`config.mk`:
```
export PLATFORM = sky130hd
export DESIGN_NAME = ddr_cmd_spacer
export DESIGN_NICKNAME = d
export VERILOG_FILES = /design/src/rtl/ddr_cmd_spacer_pkg.sv /design/src/rtl/ddr_cmd_spacer_cfg_hold.sv /design/src/rtl/ddr_cmd_spacer_timer.sv /design/src/rtl/ddr_cmd_spacer_gate.sv /design/src/rtl/ddr_cmd_spacer.sv
export SDC_FILE = /design/constraint.sdc
export NUM_CORES = 1
export LEC_CHECK = 0
export BUFFER_PORTS_ARGS = -buffer_cell sky130_fd_sc_hd__buf_4
export CORE_AREA = 2 2 39 41
export DETAILED_ROUTE_END_ITERATION = 7
export DIE_AREA = 0 0 41 43
export GPL_TIMING_DRIVEN = 0
export PLACE_DENSITY_LB_ADDON = 0.1
export SLEW_MARGIN = 20
export SYNTH_ARGS = -nofsm -noshare
export SYNTH_HDL_FRONTEND = slang
export SYNTH_SLANG_ARGS = --single-unit
```
`constraint.sdc`:
```
create_clock -name clk -period 1.68 [get_ports clk]
set_clock_uncertainty 0.05 [all_clocks]
set_input_delay 0.336 -clock clk [delete_from_list [all_inputs] [get_ports clk]]
set_output_delay 0.336 -clock clk [all_outputs]
set_load 0.005 [all_outputs]
```
`src/rtl/ddr_cmd_spacer_pkg.sv`:
```
package ddr_cmd_spacer_pkg;

  // index of each spacing timer
  typedef enum logic [0:0] {
    GAP_RD_WR = 1'b0,
    GAP_RD_RD = 1'b1
  } gap_kind_e;

  localparam int NUM_GAPS = 2;

  // reload value for a coded gap: slowest setting minus code, minus the
  // grant cycle itself
  function automatic int unsigned gap_reload(input int unsigned slowest,
                                             input int unsigned code);
    return slowest - code - 1;
  endfunction

endpackage

```
`src/rtl/ddr_cmd_spacer_cfg_hold.sv`:
```
module ddr_cmd_spacer_cfg_hold #(
  parameter int RW_CODE_W = 2,
  parameter int RR_CODE_W = 1
) (
  input  logic                 clk,
  input  logic                 rst,
  input  logic                 hold,
  input  logic [RW_CODE_W-1:0] rw_code_in,
  input  logic [RR_CODE_W-1:0] rr_code_in,
  output logic [RW_CODE_W-1:0] rw_code_eff,
  output logic [RR_CODE_W-1:0] rr_code_eff
);

  logic [RW_CODE_W-1:0] rw_shadow;
  logic [RR_CODE_W-1:0] rr_shadow;

  always_ff @(posedge clk) begin
    if (rst) begin
      rw_shadow <= '0;
      rr_shadow <= '0;
    end else if (!hold) begin
      rw_shadow <= rw_code_in;
      rr_shadow <= rr_code_in;
    end
  end

  // idle: pins act at once; counting: frozen copy from the last idle cycle
  always_comb begin
    rw_code_eff = hold ? rw_shadow : rw_code_in;
    rr_code_eff = hold ? rr_shadow : rr_code_in;
  end

endmodule

```
`src/rtl/ddr_cmd_spacer_timer.sv`:
```
module ddr_cmd_spacer_timer #(
  parameter int CNT_W = 3
) (
  input  logic             clk,
  input  logic             rst,
  input  logic             load,
  input  logic [CNT_W-1:0] load_val,
  output logic             running
);

  logic [CNT_W-1:0] remain;

  always_ff @(posedge clk) begin
    if (rst) begin
      remain <= '0;
    end else if (load) begin
      remain <= load_val;
    end else if (remain != '0) begin
      remain <= remain - CNT_W'(1);
    end
  end

  assign running = (remain != '0);

endmodule

```
`src/rtl/ddr_cmd_spacer_gate.sv`:
```
module ddr_cmd_spacer_gate (
  input  logic rst,
  input  logic cmd_valid,
  input  logic cmd_is_wr,
  input  logic cmd_diff_row,
  input  logic rw_running,
  input  logic rr_running,
  output logic cmd_ready,
  output logic cmd_grant,
  output logic rd_accept
);

  always_comb begin
    if (rst) begin
      cmd_ready = 1'b0;
    end else if (cmd_is_wr) begin
      cmd_ready = !rw_running;
    end else if (cmd_diff_row) begin
      cmd_ready = !rr_running;
    end else begin
      cmd_ready = 1'b1;
    end
    cmd_grant = cmd_valid && cmd_ready;
    rd_accept = cmd_grant && !cmd_is_wr;
  end

endmodule

```
`src/rtl/ddr_cmd_spacer.sv`:
```
module ddr_cmd_spacer
  import ddr_cmd_spacer_pkg::*;
#(
  parameter int RW_CODE_W   = 2,
  parameter int RR_CODE_W   = 1,
  parameter int RW_SLOW_GAP = 7,
  parameter int RR_SLOW_GAP = 4
) (
  input  logic                 clk,
  input  logic                 rst,
  input  logic [RW_CODE_W-1:0] cfg_rw_gap,
  input  logic [RR_CODE_W-1:0] cfg_rr_gap,
  input  logic                 cmd_valid,
  input  logic                 cmd_is_wr,
  input  logic                 cmd_diff_row,
  output logic                 cmd_ready,
  output logic                 cmd_grant,
  output logic                 busy
);

  localparam int MAX_GAP = (RW_SLOW_GAP > RR_SLOW_GAP) ? RW_SLOW_GAP : RR_SLOW_GAP;
  localparam int CNT_W   = $clog2(MAX_GAP);

  logic [RW_CODE_W-1:0] eff_rw_code;
  logic [RR_CODE_W-1:0] eff_rr_code;
  logic [NUM_GAPS-1:0]  running;
  logic [CNT_W-1:0]     reload [NUM_GAPS];
  logic                 rd_accept;

  ddr_cmd_spacer_cfg_hold #(
    .RW_CODE_W (RW_CODE_W),
    .RR_CODE_W (RR_CODE_W)
  ) u_cfg (
    .clk         (clk),
    .rst         (rst),
    .hold        (busy),
    .rw_code_in  (cfg_rw_gap),
    .rr_code_in  (cfg_rr_gap),
    .rw_code_eff (eff_rw_code),
    .rr_code_eff (eff_rr_code)
  );

  always_comb begin
    reload[GAP_RD_WR] = CNT_W'(gap_reload(RW_SLOW_GAP, int'(eff_rw_code)));
    reload[GAP_RD_RD] = CNT_W'(gap_reload(RR_SLOW_GAP, int'(eff_rr_code)));
  end

  for (genvar g = 0; g < NUM_GAPS; g++) begin : g_timer
    ddr_cmd_spacer_timer #(
      .CNT_W (CNT_W)
    ) u_timer (
      .clk      (clk),
      .rst      (rst),
      .load     (rd_accept),
      .load_val (reload[g]),
      .running  (running[g])
    );
  end

  ddr_cmd_spacer_gate u_gate (
    .rst          (rst),
    .cmd_valid    (cmd_valid),
    .cmd_is_wr    (cmd_is_wr),
    .cmd_diff_row (cmd_diff_row),
    .rw_running   (running[GAP_RD_WR]),
    .rr_running   (running[GAP_RD_RD]),
    .cmd_ready    (cmd_ready),
    .cmd_grant    (cmd_grant),
    .rd_accept    (rd_accept)
  );

  assign busy = |running;

endmodule

```
## Word-level counts from Yosys, hierarchy flattened

Index checks and enable logic that the tools add are counted.

- Register bits after elaboration: 9
- Output and inout port bits: 3
- Logic and storage cells: 29
- Input port bits: 8

- Reductions and logical operators: 10
- Mux-type cells: 9
- Add/sub/neg operators: 6

Operator list:

| cell | count |
|---|---|
| two-way mux 3 bit | 4 |
| nonzero test 3 bit | 2 |
| subtractor 3 x 1 -> 3 bit, second input constant | 2 |
| subtractor 3 x 2 -> 3 bit, second input constant | 2 |
| two-way mux 1 bit | 4 |
| nonzero test 2 bit | 2 |
| logical NOT 1 bit | 3 |
| subtractor 3 x 1 -> 3 bit, first input constant | 1 |
| subtractor 3 x 2 -> 3 bit, first input constant | 1 |
| logical AND 1 bit | 2 |
| two-way mux 2 bit | 1 |
| OR reduction 2 bit | 1 |

## Logic depth before layout (Yosys ltp)

- Word-level depth: 8
- Depth in mapped cells: 7

## Cells and area by module

Synthesis repeated with hierarchy kept, for this count alone.

- Cell total of the unflattened synthesis: 63
- Area total of the unflattened synthesis: 608.1 µm²

Modules (own cells, without submodules):

| module | seq. area each (µm²) | cells each | area each (µm²) | times used |
|---|---|---|---|---|
| ddr_cmd_spacer_timer | 60.1 | 21 | 202.7 | 2 |
| ddr_cmd_spacer_cfg_hold | 60.1 | 9 | 127.6 | 1 |
| ddr_cmd_spacer | 0.0 | 7 | 37.5 | 1 |
| ddr_cmd_spacer_gate | 0.0 | 5 | 37.5 | 1 |

## Worst setup path before layout

No wires, ideal clock.

- Path type: register to register
- From: reg g_timer[1].u_timer.remain[0]
- To: reg g_timer[0].u_timer.remain[1]
- Cell stages (with the launch flop): 8
- Required time: 1.559 ns
- Arrival time: 1.742 ns
- Slack: -0.183 ns
- Setup time: 0.071 ns
- Buffers on the path: 0
- Cells stage by stage: dfxtp_1 -> inv_1 -> ha_1 -> and4bb_2 -> mux2_2 -> ha_1 -> nand2b_1 -> a21oi_1

RTL lines:

| item | RTL line | text |
|---|---|---|
| start: declaration | ddr_cmd_spacer_timer.sv:11 | `logic [CNT_W-1:0] remain;` |
| start signal: assignment | ddr_cmd_spacer_timer.sv:17 | `remain <= load_val;` |
| start signal: assignment | ddr_cmd_spacer_timer.sv:19 | `remain <= remain - CNT_W'(1);` |
| nonzero test 3 bit | ddr_cmd_spacer_timer.sv:23 | `assign running = (remain != '0);` |
| OR reduction 2 bit | ddr_cmd_spacer.sv:72 | `assign busy = \|running;` |
| two-way mux 2 bit | ddr_cmd_spacer_cfg_hold.sv:29 | `rw_code_eff = hold ? rw_shadow : rw_code_in;` |
| via eff_rw_code[0] | ddr_cmd_spacer.sv:24 | `logic [RW_CODE_W-1:0] eff_rw_code;` |
| subtractor 3 x 2 -> 3 bit (2 in a row) | ddr_cmd_spacer_pkg.sv:15 | `return slowest - code - 1;` |
| two-way mux 3 bit | ddr_cmd_spacer_timer.sv:16 | `end else if (load) begin` |
| end signal: assignment | ddr_cmd_spacer_timer.sv:17 |  |
| end signal: assignment | ddr_cmd_spacer_timer.sv:19 |  |
| end: declaration | ddr_cmd_spacer_timer.sv:11 |  |

The timed path passes the listed nets, and every way through them passes these cells.
A chain may end at the register's enable or synchronous reset.

## Worst setup path after layout

- From: reg g_timer[0].u_timer.remain[1]
- To: reg g_timer[0].u_timer.remain[1]

RTL lines:

| item | RTL line |
|---|---|
| nonzero test 3 bit | ddr_cmd_spacer_timer.sv:23 |
| OR reduction 2 bit | ddr_cmd_spacer.sv:72 |
| two-way mux 2 bit | ddr_cmd_spacer_cfg_hold.sv:29 |
| via eff_rw_code[1] | ddr_cmd_spacer.sv:24 |
| subtractor 3 x 2 -> 3 bit (2 in a row) | ddr_cmd_spacer_pkg.sv:15 |
| two-way mux 3 bit | ddr_cmd_spacer_timer.sv:16 |

The timed path passes the listed nets, and every way through them passes these cells. The select of a mux whose other input is x is not followed.

==> flow_summary.ini <==
[final_layout]
areaGrowthSynthToFinish_pct = 43.8
antenna_cells = 0
layout-drive-gt1-share = 0.533
fillers = 138
nets = 89

[detailed_routing]
drc_errors = 0
routedWlPerCell_um = 10.7
via_per_inst = 4.74
drtPass1Iterations = 2
antenna_left = 0
first_iter_violations = 2
dr_total_vias = 431
drt-total-wl_um = 970

[timing]
setup_violations = 2
holdWs_ns = 0.306
fin_crit_ns = 1.74
hold_viol_final = 0
fmax_mhz = 573
layout_setup_ws_ns = -0.0648
fin_crit_sh = 1.04
rsz0062_at_grt = true
slew_violations = 0
slew_headroom = 0.630
worst_pin_slew_ns = 0.553
fin_setup_tns_ns = -0.0680

[worst_setup_path]
critPathLaunchType = flip-flop
criticalPathCategory = reg2reg
end_kind = flip-flop
cp.required_ns = 1.83
crit_fanout = 4
crit_arrival_ns = 1.89

[min_path]
hold_class = in2reg

[clock_tree]
clock-sinks = 9
cts_hold_repair.buffers = 0
htree_levels = 1
cts_tree = done
worstSkewPairLatency_ns = 0.27
clock_path_buffers = 2
cts-root-buf = clkbuf_4
clk_pin_slew_ns = 0.06
numCtsBuffers = 3

[grt]
grt_pass1_wl_um = 1430
overflow = 0
grt_start_max_net_pins = 11
track_usage = 0.129
grt_pass1_vias = 370
antenna_found_initial = 0

[place]
globalplace.congestion = 0.681
dp_hpwl_um = 703
port_buffers = 10

[synth]
synth_edf_count = 0
yosysMostFrequentCell = dfxtp_1
syn-num-nets = 69
syn_area_um2 = 528
synth_seq_cells = 9
ys_seq_area_frac = 0.341
synth_cell_types = 20
yosysTopAreaCell = dfxtp_1
synth_warnings = 0
synth_top_area_frac = 0.341
synth_area_leaders = dfxtp_1, ha_1, mux2i_1, nor2_1, a211oi_2
async_flop_share = 0
syn_area_per_cell_um2 = 9.43
syn_inst = 56
ys.flop_type = dfxtp_1
synth_common_cells = dfxtp_1, nor2_1, ha_1, inv_1, nand2_1

[floorplanning]
fp.dieH_um = 43
die_area_um2 = 1760
die_x_um = 41
core_um2 = 1380
placementRows = 14
initial_core_util = 0.382
io_pins = 11

[power_and_ir_drop]
p_leak_nw = 0.320
ir_drop_mv = 0.778
p_per_area_nw_per_um2 = 2000
total_power_mw = 1.52

[run_status]
failed_checks = setup timing
status = finished, violations left

[run]
cap_violations = 0
==> flip-flops by register name, indices dropped and copies added (netlist names) <==
register                count
u_cfg.rr_shadow             1
g_timer.u_timer.remain      6
u_cfg.rw_shadow             2
==> cell type report <==
| class | count | area (um2) | share of cell area |
|---|---|---|---|
| clock buffer | 4 | 26.3 | 0.0346 |
| timing repair buffer | 15 | 113 | 0.148 |
| tap | 16 | 20.0 | 0.0264 |
| inverter | 5 | 18.8 | 0.0247 |
| buffer | 1 | 3.75 | 0.00494 |
| multi-input combinational | 41 | 394 | 0.519 |
| sequential | 9 | 184 | 0.242 |
==> where the power goes <==
part           leakage (nW)  internal [mW]  total, mW  switching (mW)
Clock                0.0150         0.0920      0.176          0.0835
Combinational         0.230          0.571      0.985           0.413
Sequential           0.0751          0.308      0.356          0.0473
==> stage by stage <==
stage                util  area, um2  instances  setup WS, ns
floorplan               -        584         56       -0.0505
global placement    0.491        679         82        -0.133
detailed placement  0.491        679         82        -0.131
CTS                 0.526        728         88       -0.0944
global route        0.549        759         91        -0.124
finish              0.549        759         91       -0.0648
==> final timing paths <==
path,slack [ns],end,cells past startpoint,start
worst max-delay path,-0.06,g_timer[0].u_timer.remain[1],7,g_timer[0].u_timer.remain[1]
worst min-delay path,0.31,u_cfg.rr_shadow,3,cfg_rr_gap
worst max register to register,-0.06,g_timer[0].u_timer.remain[1],7,g_timer[0].u_timer.remain[1]
worst min register to register,0.47,u_cfg.rr_shadow,2,u_cfg.rr_shadow
==> worst max-delay path, stage by stage (launching register included) <==
cell      delay, ns
dfxtp_2        0.32
inv_2          0.07
ha_4           0.15
and4bb_4       0.28
mux2_4         0.33
ha_4           0.23
nand2b_4       0.13
a21oi_2        0.11
==> kinds of logic after synthesis <==
kind of cell	Yosys count	synth area share
and+or+nand+nor	21	0.216
muxes	5	0.0995
AOI/OAI and AO/OA	8	0.149
xor gates and xnor gates	2	0.0332
DFF	9	0.341
adders and majority gates	5	0.118
buffers and inverters	6	0.0427
==> cells in the final DEF (no fill, tap or decap), types with 3 or more instances in the layout <==
cell,instances
nand2_1,3
ha_4,3
mux2i_1,3
nor2b_1,3
dfxtp_1,6
inv_2,4
buf_4,15
nor2_1,8
dfxtp_2,3
clkbuf_4,3
==> repair_timing <==
action,4_1_cts,5_1_grt
pin swaps,3,4
endpoints found under the hold margin,0,0
setup endpoints to repair,4,5
setup buffers,2,3
gates resized for setup,3,3
==> routing by layer <==
metal	routed length [um]	GRT usage	share of wire
met5	0	0	0
met4	26	0.120	0.027
met3	38	0.0314	0.039
met2	449	0.181	0.46
met1	456	0.150	0.47
Power figures use the tool's default switching activity.
